`config.mk`:
```
export PLATFORM = sky130hd
export DESIGN_NAME = par_guard
export DESIGN_NICKNAME = d
export VERILOG_FILES = /design/src/rtl/par_guard_pkg.sv /design/src/rtl/par_guard_dp.sv /design/src/rtl/par_guard_ctrl.sv /design/src/rtl/par_guard.sv
export SDC_FILE = /design/constraint.sdc
export NUM_CORES = 1
export LEC_CHECK = 0
export BUFFER_PORTS_ARGS = -buffer_cell sky130_fd_sc_hd__buf_2
export CAP_MARGIN = 20
export CORE_MARGIN = 2
export CORE_UTILIZATION = 35
export DETAILED_ROUTE_END_ITERATION = 6
export GPL_ROUTABILITY_DRIVEN = 0
export GPL_TIMING_DRIVEN = 1
export PLACE_DENSITY_LB_ADDON = 0.1
export SLEW_MARGIN = 20
export SYNTH_ARGS = -nofsm -noshare
export SYNTH_HDL_FRONTEND = slang
export SYNTH_SLANG_ARGS = --single-unit
```
`constraint.sdc`:
```
create_clock -name clk -period 1.5 [get_ports clk]
set_input_delay 0.225 -clock clk [delete_from_list [all_inputs] [get_ports clk]]
set_output_delay 0.225 -clock clk [all_outputs]
set_load 0.01 [all_outputs]
```
`src/rtl/par_guard_pkg.sv`:
```
package par_guard_pkg;
  localparam int unsigned IRQ_LINES = 10;

  // datapath -> control strobes
  typedef struct packed {
    logic valid;   // a check was performed this cycle
    logic bad;     // the checked nine bits had even parity
  } chkStrobes_t;
endpackage

```
`src/rtl/par_guard_dp.sv`:
```
module par_guard_dp #(
  parameter int unsigned DATA_W = 8
) (
  input  logic                        clk,
  input  logic                        rstN,
  input  logic                        memRd,
  input  logic [DATA_W-1:0]           rdData,
  input  logic                        rdPar,
  input  logic [DATA_W-1:0]           wrData,
  output logic                        parOut,
  output par_guard_pkg::chkStrobes_t  chk
);
  localparam int unsigned WORD_W = DATA_W + 1;

  logic              chkPend;
  logic [WORD_W-1:0] chkWord;

  // odd parity for the stored word
  assign parOut = ~(^wrData);

  always_ff @(posedge clk) begin
    if (!rstN) begin
      chkPend <= 1'b0;
      chkWord <= '0;
    end else begin
      chkPend <= memRd;
      if (memRd) chkWord <= {rdPar, rdData};
    end
  end

  always_comb begin
    chk.valid = chkPend;
    chk.bad   = chkPend && !(^chkWord);
  end

  // written word carries odd parity
  p_odd_write_r1: assert property (@(posedge clk) disable iff (!rstN)
    ($countones({parOut, wrData}) % 2) == 1);

  // a check only follows a read strobe
  p_check_after_read_r3: assert property (@(posedge clk) disable iff (!rstN)
    chk.valid |-> $past(memRd));
endmodule

```
`src/rtl/par_guard_ctrl.sv`:
```
module par_guard_ctrl #(
  parameter int unsigned ADDR_W    = 8,
  parameter int unsigned IO_W      = 8,
  parameter logic [ADDR_W-1:0] PORT_ADDR = 8'hC0,
  parameter int unsigned CTRL_BIT  = 6
) (
  input  logic                        clk,
  input  logic                        rstN,
  input  logic                        ioWr,
  input  logic [ADDR_W-1:0]           ioAddr,
  input  logic [IO_W-1:0]             ioData,
  input  par_guard_pkg::chkStrobes_t  chk,
  output logic                        errFlag
);
  logic armed;
  logic portHit;
  logic armWrite;
  logic disarmWrite;

  assign portHit     = ioWr && (ioAddr == PORT_ADDR);
  assign armWrite    = portHit && ioData[CTRL_BIT];
  assign disarmWrite = portHit && !ioData[CTRL_BIT];

  always_ff @(posedge clk) begin
    if (!rstN) begin
      armed   <= 1'b0;
      errFlag <= 1'b0;
    end else begin
      if (armWrite)         armed <= 1'b1;
      else if (disarmWrite) armed <= 1'b0;

      if (armWrite)                errFlag <= 1'b0;   // clear wins
      else if (chk.bad && armed)   errFlag <= 1'b1;
    end
  end

  // arming write clears the flag
  p_arm_clears_r5: assert property (@(posedge clk) disable iff (!rstN)
    armWrite |=> !errFlag);

  // flag is sticky unless an arming write arrives
  p_sticky_r7: assert property (@(posedge clk) disable iff (!rstN)
    (errFlag && !armWrite) |=> errFlag);

  // disarmed checking never raises the flag
  p_disarmed_quiet_r4: assert property (@(posedge clk) disable iff (!rstN)
    (!armed && !errFlag) |=> !errFlag);

  // only a bad check raises the flag
  p_rise_needs_bad_r2: assert property (@(posedge clk) disable iff (!rstN)
    (!errFlag && !chk.bad) |=> !errFlag);
endmodule

```
`src/rtl/par_guard.sv`:
```
module par_guard #(
  parameter int unsigned DATA_W    = 8,
  parameter int unsigned ADDR_W    = 8,
  parameter int unsigned IO_W      = 8,
  parameter logic [ADDR_W-1:0] PORT_ADDR = 8'hC0,
  parameter int unsigned CTRL_BIT  = 6,
  parameter int unsigned IRQ_SEL   = 8
) (
  input  logic              clk,
  input  logic              rstN,
  input  logic              memRd,
  input  logic [DATA_W-1:0] rdData,
  input  logic              rdPar,
  input  logic [DATA_W-1:0] wrData,
  output logic              parOut,
  input  logic              ioWr,
  input  logic [ADDR_W-1:0] ioAddr,
  input  logic [IO_W-1:0]   ioData,
  output logic              errFlag,
  output logic [par_guard_pkg::IRQ_LINES-1:0] irqLines
);
  localparam int unsigned NLINES = par_guard_pkg::IRQ_LINES;
  localparam logic ROUTED = (IRQ_SEL < NLINES);

  par_guard_pkg::chkStrobes_t chk;

  par_guard_dp #(.DATA_W(DATA_W)) dp_i (
    .clk(clk), .rstN(rstN), .memRd(memRd), .rdData(rdData), .rdPar(rdPar),
    .wrData(wrData), .parOut(parOut), .chk(chk)
  );

  par_guard_ctrl #(
    .ADDR_W(ADDR_W), .IO_W(IO_W), .PORT_ADDR(PORT_ADDR), .CTRL_BIT(CTRL_BIT)
  ) ctrl_i (
    .clk(clk), .rstN(rstN), .ioWr(ioWr), .ioAddr(ioAddr), .ioData(ioData),
    .chk(chk), .errFlag(errFlag)
  );

  for (genvar i = 0; i < NLINES; i++) begin : g_irq
    if (i == IRQ_SEL) begin : g_sel
      assign irqLines[i] = errFlag;
    end else begin : g_idle
      assign irqLines[i] = 1'b0;
    end
  end

  // at most one line, and only when an error is latched
  p_irq_onehot_r9: assert property (@(posedge clk) disable iff (!rstN)
    $onehot0(irqLines));
  p_irq_follows_r9: assert property (@(posedge clk) disable iff (!rstN)
    (irqLines != '0) == (errFlag && ROUTED));
endmodule

```
==> impl_results.md <==
* Status: finished, violations left
* Failing checks: negative setup slack
* Worst setup path class: reg -> reg
* Peak supply drop at ~0.54 mV
* Via count of the routed design at 532
* Sequential standard cell area at 242.7 um2
* Setup Skew at 0.001073 ns
* Hold-fix buffers at CTS at 0
* Post-synth ARST share at 0
* Post-DRT Antenna Nets at 0
* RSZ-0062 raised after global routing: true
* Placed instance count at between 100 and 150
* Leakage Power at 0.0004169 uW
* DRC errors left at 0
* Worst R2R Setup Slack at -0.03 ns
* Root Buffer: clkbuf_4
* CTS tree: built
* Global route overflow at 0
* Reg2reg end: ctrl_i.errFlag
* H-tree depth at 1
* Final Hold Violating Endpoints at 0
* Sequential share of the synthesized area at 0.3523
* Multi-input logic area at roughly 390 um2
* Post-DP Area at 824.5 um2
* Hold Crit Start: rdData[3]
* Syn Area/Cell at approximately 9.6 um2
* First-pass GRT wire length at 1.566 mm
* Via density at 4.124
* Die Wd at 48.14 um
* DR iter-0 viols at 2
* Power Dens Cells at 889.0 nW/um2
* Ys flop type: dfxtp_1
* Initial antenna violation count at 0
* Worst EP arrival at 1.73 ns
* Netlist cell types at 20
* CP required at 1.70 ns
* Synth area leader: dfxtp_1
* I/O pins at 49
* Clk pin slew, worst setup/hold paths at 0.07 ns
* Max frequency at 651.6 MHz
* Register-to-Register Path Depth at 4
* Cells after Synth at 71
* Design Area, Final at 870.8 um2
* Yosys Warn Count at 0
* Max-cap violations at 0
* Worst Hold Class: in -> reg
* Clk_lat worst skew at 0.27 ns
* Mapped Area at ~700 um2
* Post-DR wirelength/cell at just under 9 um
* Final WS setup at -0.03465 ns
* Tcrit/Tclk final at 1.023
* Site Rows at 15
* Total GRT Usage at 0.1033
* Cts bufs inserted at 3
* Share of cells above drive strength 1 at 0.3942
* Layout fillers at 188
* Syn-to-layout area delta at 27.71%
* Synth area leaders: dfxtp_1 (35%), xnor2_1 (15%), mux2i_1 (13%)
* FF+latch count, synth at 12
* Finished Layout Cells at between 100 and 150
* Critical Path Start Type: register
* IO buf count at 32
* Largest net degree at the start of global routing at 11
* CP max FO at 2
* DIE HEIGHT at 48.14 um
* Antenna diodes at 0
* Initial Utilization at 0.3825
* Clock Sinks at 12
* Yosys top cell area share at 0.3523
* Fin nets at 142
* Most instantiated cells after synthesis: dfxtp_1 (12), xnor2_1 (12), buf_4 (10), nor2_1 (10), mux2i_1 (9)
* Drt first pass iters at 4
* Worst reg2reg path startpoint: dp_i.chkWord[0]
* Clock Tree Buf Depth at 2
* Max Slew Vio Count at 0
* Final wirelength at 1.136 mm
* Sum Neg Setup Slack at -0.03465 ns
* Setup violations, final at 1
* Number of global-route vias before repair at 414
* Die ar. at 2317 um2
* Worst Hold Path EP: dp_i.chkWord[3]
* Hold_ws at approximately 0.19 ns
* EDFF count, synth at 0
* CP endpoint kind: register
* Core area at around 1800 um2
* Hold depth at 3
* Fin crit period at 1.535 ns
[worst max path at each step]
stage	start	end	cells past startpoint	slack, ns
3_3_place_gp	ioAddr[3]	ctrl_i.armed	5	-0.14
6_report	dp_i.chkWord[0]	ctrl_i.errFlag	4	-0.03
5_1_grt	dp_i.chkWord[0]	ctrl_i.errFlag	4	-0.08
4_1_cts	dp_i.chkWord[1]	ctrl_i.errFlag	4	-0.04
2_1_floorplan	ioAddr[3]	ctrl_i.armed	4	0.006
3_5_place_dp	ioAddr[3]	ctrl_i.armed	5	-0.13
[cell families (layout without fill, tap and decap cells)]
logic type      after synthesis  in the layout  share of synthesized area
simple gates                 20             20                     0.1670
xor+xnor                     13             13                     0.1872
buf+inv                      13             38                     0.1266
flops                        12             12                     0.3523
mux                           9              9                     0.1321
compound gates                3              3                    0.02936
other cells                   1              9                   0.005499
[placed cells by master, fill, tap and decap left out, types with 2 or more instances in the layout]
cell,synthesis,routed
or4_1,2,2
conb_1,1,9
clkbuf_4,0,3
xnor2_1,12,11
dfxtp_1,12,10
dfxtp_2,0,2
mux2i_1,9,9
nor2_1,10,10
buf_2,0,32
nand2_1,2,2
or4bb_1,2,2
[metrics by stage]
step,setup WS [ns],util,power (uW)
floorplan,0.005843,-,483.5
global placement,-0.1359,0.4625,524.5
detailed placement,-0.1289,0.4625,527.3
CTS,-0.03566,0.4884,786.7
global route,-0.08375,0.4884,822.6
finish,-0.03465,0.4884,774.2
[routing by layer]
layer  vias to the layer above  wire, um  track usage
met4                         0         0      0.03243
met1                       216       507       0.1156
met3                         0       124      0.06667
met5                         -         0            0
met2                        32       503       0.1605
li1                        284         -            -
[repair_timing]
action,CTS,global route
buffers inserted,0,0
endpoints found under the setup margin,1,1
pin swaps,2,1
gates resized for setup,3,0
endpoints found under the hold margin,0,0
[power by group]
part | total (uW) | internal [uW] | switching, uW
logic | 177 | 102 | 75.6
registers | 345 | 335 | 10.4
clock network | 252 | 147 | 104
total | 774 | 584 | 190
[critical path, cell delays in order, from the launching register on]
cell      delay [ns]
dfxtp_2         0.34
xnor2_2         0.15
xnor3_1         0.42
or4_1           0.47
o211ai_1        0.08
[cell type report]
cell class / count / area share
clock buffer: 4 / 0.04167
multi-input combinational: 54 / 0.4511
timing repair buffer: 32 / 0.1839
inverter: 2 / 0.008621
tap: 25 / 0.03592
sequential: 12 / 0.2787
[state kept, by name (all words and copies together) (netlist names)]
signal	count
ctrl_i.armed	1
ctrl_i.errFlag	1
dp_i.chkWord	9
dp_i.chkPend	1
Power figures use the tool's default switching activity.
